<file path="src/rtl/ewm_pkg.sv">
package ewm_pkg;

   typedef enum logic {
      ORDER_LITTLE = 1'b0,
      ORDER_BIG    = 1'b1
   } byte_order_e;

   // lane that carries data byte 'pos' of a word for the given order
   function automatic int unsigned lane_of(input byte_order_e order,
                                           input int unsigned pos,
                                           input int unsigned lanes);
      return (order == ORDER_BIG) ? (lanes - 1 - pos) : pos;
   endfunction

endpackage

</file>
<file path="src/rtl/ewm_agen.sv">
module ewm_agen #(
   parameter int ADDR_W = 32,
   parameter int OFF_W  = 16,
   parameter int LANES  = 4,
   parameter int WORDS  = 64,
   parameter int IDX_W  = 6
) (
   input  logic [ADDR_W-1:0] base_i,
   input  logic [OFF_W-1:0]  offset_i,
   output logic [IDX_W-1:0]  word_idx_o,
   output logic              misaligned_o
);

   localparam int EXT_W = ADDR_W - OFF_W;
   localparam logic [ADDR_W-1:0] LANE_DIV  = ADDR_W'(LANES);
   localparam logic [ADDR_W-1:0] WORD_DIV  = ADDR_W'(WORDS);

   logic [ADDR_W-1:0] off_ext;
   logic [ADDR_W-1:0] eff_addr;
   logic [ADDR_W-1:0] word_num;

   assign off_ext  = {{EXT_W{offset_i[OFF_W-1]}}, offset_i};
   assign eff_addr = base_i + off_ext;
   assign word_num = eff_addr / LANE_DIV;

   assign misaligned_o = (eff_addr % LANE_DIV) != '0;
   assign word_idx_o   = IDX_W'(word_num % WORD_DIV);

endmodule

</file>
<file path="src/rtl/ewm_lane_map.sv">
module ewm_lane_map
   import ewm_pkg::*;
#(
   parameter int BYTE_W = 8,
   parameter int LANES  = 4
) (
   input  byte_order_e               order_i,
   input  logic [BYTE_W*LANES-1:0]   src_i,
   output logic [BYTE_W*LANES-1:0]   dst_o
);

   // The mapping is its own inverse, so one block serves both directions.
   for (genvar g_pos = 0; g_pos < LANES; g_pos++) begin : g_pos_sel
      localparam int MIRROR = LANES - 1 - g_pos;
      always_comb begin
         if (order_i == ORDER_BIG)
            dst_o[g_pos*BYTE_W +: BYTE_W] = src_i[MIRROR*BYTE_W +: BYTE_W];
         else
            dst_o[g_pos*BYTE_W +: BYTE_W] = src_i[g_pos*BYTE_W +: BYTE_W];
      end
   end

endmodule

</file>
<file path="src/rtl/ewm_byte_bank.sv">
module ewm_byte_bank #(
   parameter int BYTE_W = 8,
   parameter int WORDS  = 64,
   parameter int IDX_W  = 6
) (
   input  logic              clk,
   input  logic              rst_n,
   input  logic              we_i,
   input  logic              re_i,
   input  logic              zero_i,
   input  logic [IDX_W-1:0]  idx_i,
   input  logic [BYTE_W-1:0] wdata_i,
   output logic [BYTE_W-1:0] rdata_o
);

   logic [BYTE_W-1:0] cells [WORDS];

   always_ff @(posedge clk) begin
      if (we_i)
         cells[idx_i] <= wdata_i;
   end

   // read port sees the contents before any same-edge write
   always_ff @(posedge clk or negedge rst_n) begin
      if (!rst_n)
         rdata_o <= '0;
      else if (re_i)
         rdata_o <= zero_i ? '0 : cells[idx_i];
   end

endmodule

</file>
<file path="src/rtl/endian_word_mem.sv">
module endian_word_mem
   import ewm_pkg::*;
#(
   parameter int ADDR_W      = 32,
   parameter int OFF_W       = 16,
   parameter int BYTE_W      = 8,
   parameter int LANES       = 4,
   parameter int DEPTH_BYTES = 256
) (
   input  logic                      clk,
   input  logic                      rst_n,
   input  logic [ADDR_W-1:0]         base_i,
   input  logic [OFF_W-1:0]          offset_i,
   input  logic [BYTE_W*LANES-1:0]   wdata_i,
   input  logic                      rd_i,
   input  logic                      wr_i,
   input  logic                      big_endian_i,
   output logic [BYTE_W*LANES-1:0]   rdata_o,
   output logic                      misalign_o
);

   localparam int WORD_W = BYTE_W * LANES;
   localparam int WORDS  = DEPTH_BYTES / LANES;
   localparam int IDX_W  = (WORDS > 1) ? $clog2(WORDS) : 1;

   // elaboration-time parameter checks
   if (LANES < 2 || (LANES & (LANES - 1)) != 0) begin : g_bad_lanes
      $error("LANES must be a power of two of at least 2");
   end
   if (DEPTH_BYTES < LANES || (DEPTH_BYTES & (DEPTH_BYTES - 1)) != 0) begin : g_bad_depth
      $error("DEPTH_BYTES must be a power of two no smaller than LANES");
   end
   if (ADDR_W <= OFF_W) begin : g_bad_addr
      $error("ADDR_W must exceed OFF_W");
   end
   if (BYTE_W < 1) begin : g_bad_byte
      $error("BYTE_W must be positive");
   end

   logic [IDX_W-1:0]  word_idx;
   logic              addr_bad;
   logic              bank_we;
   byte_order_e       order_now;
   byte_order_e       order_q;
   logic [WORD_W-1:0] wr_lanes;
   logic [WORD_W-1:0] rd_lanes;

   assign order_now = big_endian_i ? ORDER_BIG : ORDER_LITTLE;
   assign bank_we   = wr_i & ~addr_bad;

   ewm_agen #(
      .ADDR_W (ADDR_W),
      .OFF_W  (OFF_W),
      .LANES  (LANES),
      .WORDS  (WORDS),
      .IDX_W  (IDX_W)
   ) u_agen (
      .base_i       (base_i),
      .offset_i     (offset_i),
      .word_idx_o   (word_idx),
      .misaligned_o (addr_bad)
   );

   ewm_lane_map #(
      .BYTE_W (BYTE_W),
      .LANES  (LANES)
   ) u_wmap (
      .order_i (order_now),
      .src_i   (wdata_i),
      .dst_o   (wr_lanes)
   );

   for (genvar g_lane = 0; g_lane < LANES; g_lane++) begin : g_bank
      ewm_byte_bank #(
         .BYTE_W (BYTE_W),
         .WORDS  (WORDS),
         .IDX_W  (IDX_W)
      ) u_bank (
         .clk     (clk),
         .rst_n   (rst_n),
         .we_i    (bank_we),
         .re_i    (rd_i),
         .zero_i  (addr_bad),
         .idx_i   (word_idx),
         .wdata_i (wr_lanes[g_lane*BYTE_W +: BYTE_W]),
         .rdata_o (rd_lanes[g_lane*BYTE_W +: BYTE_W])
      );
   end

   // order captured with the read so the output matches its request
   always_ff @(posedge clk or negedge rst_n) begin
      if (!rst_n)
         order_q <= ORDER_LITTLE;
      else if (rd_i)
         order_q <= order_now;
   end

   ewm_lane_map #(
      .BYTE_W (BYTE_W),
      .LANES  (LANES)
   ) u_rmap (
      .order_i (order_q),
      .src_i   (rd_lanes),
      .dst_o   (rdata_o)
   );

   always_ff @(posedge clk or negedge rst_n) begin
      if (!rst_n)
         misalign_o <= 1'b0;
      else
         misalign_o <= (rd_i | wr_i) & addr_bad;
   end

endmodule

</file>
<file path="config.mk">
export PLATFORM = sky130hd
export DESIGN_NAME = endian_word_mem
export DESIGN_NICKNAME = d
export VERILOG_FILES = /design/src/rtl/ewm_pkg.sv /design/src/rtl/ewm_agen.sv /design/src/rtl/ewm_lane_map.sv /design/src/rtl/ewm_byte_bank.sv /design/src/rtl/endian_word_mem.sv
export SDC_FILE = /design/constraint.sdc
export NUM_CORES = 2
export LEC_CHECK = 0
export BUFFER_PORTS_ARGS = -buffer_cell sky130_fd_sc_hd__buf_2
export CORE_AREA = 5 5 412 414
export CTS_CLUSTER_DIAMETER = 200
export DETAILED_ROUTE_END_ITERATION = 7
export DIE_AREA = 0 0 417 419
export PLACE_DENSITY_LB_ADDON = 0.25
export SYNTH_ARGS = -nofsm -noshare
export SYNTH_HDL_FRONTEND = slang
export SYNTH_SLANG_ARGS = --single-unit
</file>
<file path="constraint.sdc">
create_clock -name clk -period 2.4 [get_ports clk]
set_input_delay 0.24 -clock clk [delete_from_list [all_inputs] [get_ports clk]]
set_output_delay 0.24 -clock clk [all_outputs]
set_load 0.05 [all_outputs]
</file>
==> key figures <==
Status
  • Status: finished with violations
  • Violations in the final reports: setup timing

Die
  • Boundary pin count: ~120
  • Die Ht: between 400 and 500 um
  • Row cnt: 150
  • Die footprint: ~170000 sq um
  • Initial core utilization: between 50% and 60%
  • Die X: 417 um
  • Core area: ~170000 sq um

Worst setup path
  • Most used cell, CP: buf_12
  • FF-to-FF End: g_bank[0].u_bank.rdata_o[7]
  • Setup crit end: g_bank[0].u_bank.rdata_o[7]
  • CP Data Arrival Time: ~3.6 ns
  • CP peak stage delay: about 0.59 ns
  • FF-to-FF setup slack: 0.03 ns
  • Critical path capture point type: flip-flop
  • Setup Crit Path Kind: input port to flip-flop
  • Critical Path Stages: 16
  • CP Launch Type: input port
  • Crit path from: base_i[1]
  • Worst Path Required: about 3.2 ns
  • Reg2Reg Launch Point: g_bank[0].u_bank.cells[33][7]
  • Critical Path Slowest Stage Cell: nor4_4
  • CP top delay family: compound AO/OA/AOI/OAI gates
  • Cell breakdown of the critical path: buf_4 -> inv_1 -> fa_2 -> nand2b_4 -> a21o_4 -> xnor2_4 -> buf_12 -> buf_12 -> buf_12 -> buf_12 -> buf_4 -> mux2i_1 -> a32oi_1 -> a31oi_1 -> nor4_4 -> a32o_2
  • Buf/Inv on CP: 7
  • Top fanout value on the critical path: 6
  • R2r worst-path depth: 7

STA
  • Hold Slack: between 0.15 and 0.2 ns
  • Setup ws final: -0.4108 ns
  • Period utilisation layout: 117.1%
  • Least-Margin Pin Slew: 1.277 ns
  • RSZ-0062 raised after global routing: true
  • Final hold vios: 0
  • # setup viols final: ~870
  • Setup_tns: -35.26 ns
  • FMAX: around 0.36 GHz
  • Min cycle time layout: approximately 2.8 ns
  • Final Slew Violations: 0
  • Clk_skew: a little under 0.05 ns
  • Rel. slew slack: around 15%

Pwr
  • Flop pwr share: a little over two fifths
  • P_int: between 60 and 70 mW
  • Worst vdd ir: between 0.0007 and 0.0008 V
  • Psw: roughly 27 mW
  • Proportion of power drawn by combinational gates: a little under a quarter
  • Final Power: 94.17 mW
  • PD cells: 862.1 nW/um^2
  • Clk pwr share: about 34%
  • Sw frac: approximately 28%
  • Leakage power: ~38 nW

Global route
  • Initial antenna violation count: 16
  • Gr usage total: 30.83%
  • Number of global-route vias before repair: about 56000
  • GRT overflow: 0
  • First-pass GRT wire length: a little under 400000 um
  • Largest net degree at the start of global routing: 104

CTS
  • Clock transition at path regs: 0.06 ns
  • Clock Tree Buf Depth: 3
  • Root buf cell: clkbuf_16
  • Clk sink count: 2082
  • Clock latency at the later pin of the worst-skew pair: between 0.8 and 0.9 ns
  • Number of buffers created by CTS: 200
  • H-Tree Level Count: 4
  • CTS tree: done

Yosys
  • Post-Syn Area: between 80000 and 90000 sq um
  • Sequential element share of the synthesized area: about three quarters
  • FF+latch count, synth: roughly 2100
  • Cell accounting for the most synthesized area: edfxtp_1
  • Syn Nets: 5890
  • Synth unique cells: between 70 and 80
  • Gate Count Post-Synth: around 5800
  • Post-synthesis async set-or-reset flop share: 1.633%
  • Syn. warnings: 0
  • Share of the synthesized area in the top cell type: between 70% and 80%
  • Synth top area cells: edfxtp_1 (73%), nand2_1 (5.9%), nand3_1 (2.6%)
  • Mean Syn Cell Area: roughly 14 sq um
  • Prevailing post-synth register cell: edfxtp_1
  • Post-synth EDFFs: just over 2000

Route
  • Met1 WL: about 100000 um
  • DR iter-0 viols: around 8400
  • First-pass DRT Iterations: 8
  • WL met3: between 30000 and 40000 um
  • Via density per instance: approximately 6.4
  • Max Used Layer: met5
  • Final wirelength: 289700 um
  • Vias: 58730
  • Routed wl met2: between 100000 and 150000 um
  • Avg WL per Cell: approximately 32 um
  • ANT nets after route: 0
  • Drc violations: 0

Finish
  • Post-route cell area: 109200 sq um
  • Fin cells: approximately 9200
  • Layout cells sized above 1: ~29%
  • Util after Layout: 65.84%
  • Nets: between 6000 and 7000
  • Area growth, synth to finish: 30.23%
  • Fill cells: 11050
  • Commonest non-fill, non-tap cell in the layout: edfxtp_1
  • Most frequent cells in the layout: edfxtp_1 (2048), nand2_1 (1287), buf_4 (568)

Place
  • Dpl hpwl: about 160000 um
  • Final GP Congestion: 0.9015
  • Placed insts: 8455
  • Place WS: -1.813 ns
  • Number of port buffers: 85
  • Placed instance area: between 90000 and 100000 sq um

Worst hold path
  • Worst Hold Class: input port to flip-flop

Run
  • Number of max-cap violations: 0
state kept, by name, summed over array words and instances (netlist names):
signal	cells
g_bank.u_bank.cells	2048
g_bank.u_bank.rdata_o	32
misalign_o	1
order_q	1
power by group through the flow:
stage,Clock [mW],Combinational (mW),Sequential [mW]
detailed placement,0,16.0,41.7
global placement,0,15.8,41.7
global route,33.4,22.3,40.9
finish,31.7,21.5,40.9
floorplan,0,8.64,41.5
CTS,31.8,19.2,40.9
Yosys cell counts, types with 20 or more instances:
cell type / instances
a311oi_1: 20
a32oi_1: 165
nand2_1: 1317
nand3_1: 439
buf_1: 51
nor2_1: 102
o21ai_0: 20
edfxtp_1: 2048
a22oi_1: 48
a21oi_1: 243
mux4_2: 92
nor3_1: 98
mux2i_1: 178
a31oi_1: 82
clkbuf_1: 190
buf_4: 20
mux2_2: 64
nand2b_1: 155
nand4_1: 89
buf_2: 108
dfrtp_1: 34
how the worst min path moves through the flow:
stage	startpoint	end	slack [ns]	depth (start not counted)
after global placement	rst_n	g_bank[2].u_bank.rdata_o[6]	0.27	2
final	big_endian_i	order_q	0.16	3
after global routing	big_endian_i	order_q	0.16	3
after floorplan	rst_n	g_bank[0].u_bank.rdata_o[0]	-0.06	0
after detailed placement	rst_n	g_bank[2].u_bank.rdata_o[6]	0.27	2
after CTS	big_endian_i	order_q	0.10	3
routing by layer:
metal  vias up  GRT usage [%]
met5         -              0
met4         8          13.42
met3       973          6.950
met2      4461          49.61
met1     29160          40.70
li1      24130              -
worst min-delay path: cells and delay by family:
| kind | cells | cell delay, ns |
|---|---|---|
| buffers and inverters | 2 | 0.40 |
| muxes | 1 | 0.29 |
cell type report:
cell class	instances	area [sq um]	share of cell area [%]
Antenna cell	5	12.51	0.01145
Clock buffer	263	5425	4.967
Clock inverter	101	1140	1.044
Inverter	10	37.54	0.03436
Multi-Input combinational cell	3329	22620	20.71
Sequential cell	2082	62350	57.08
Tap cell	2204	2758	2.525
Timing Repair Buffer	1162	14880	13.62
cell families (layout without fill, tap and decap cells):
group	count (synthesis)	count (layout)	synth area share (%)
simple gates	2262	2264	11.87
flops	2082	2082	74.34
compound gates	709	709	5.930
buf+inv	388	1536	2.072
mux	334	334	5.454
xor+xnor	14	14	0.2133
fa+ha+maj	8	8	0.1283
other cells	0	5	0
what timing repair did:
item / in CTS / in global routing
hold buffers: 6 / 0
resized for setup: 468 / 259
cloned: 36 / 69
endpoints found under the setup margin: 2091 / 1515
pin swaps: 163 / 174
buffers inserted: 118 / 133
hold endpoints to repair: 39 / 0
Note: power is estimated with default switching activity, not from simulation.
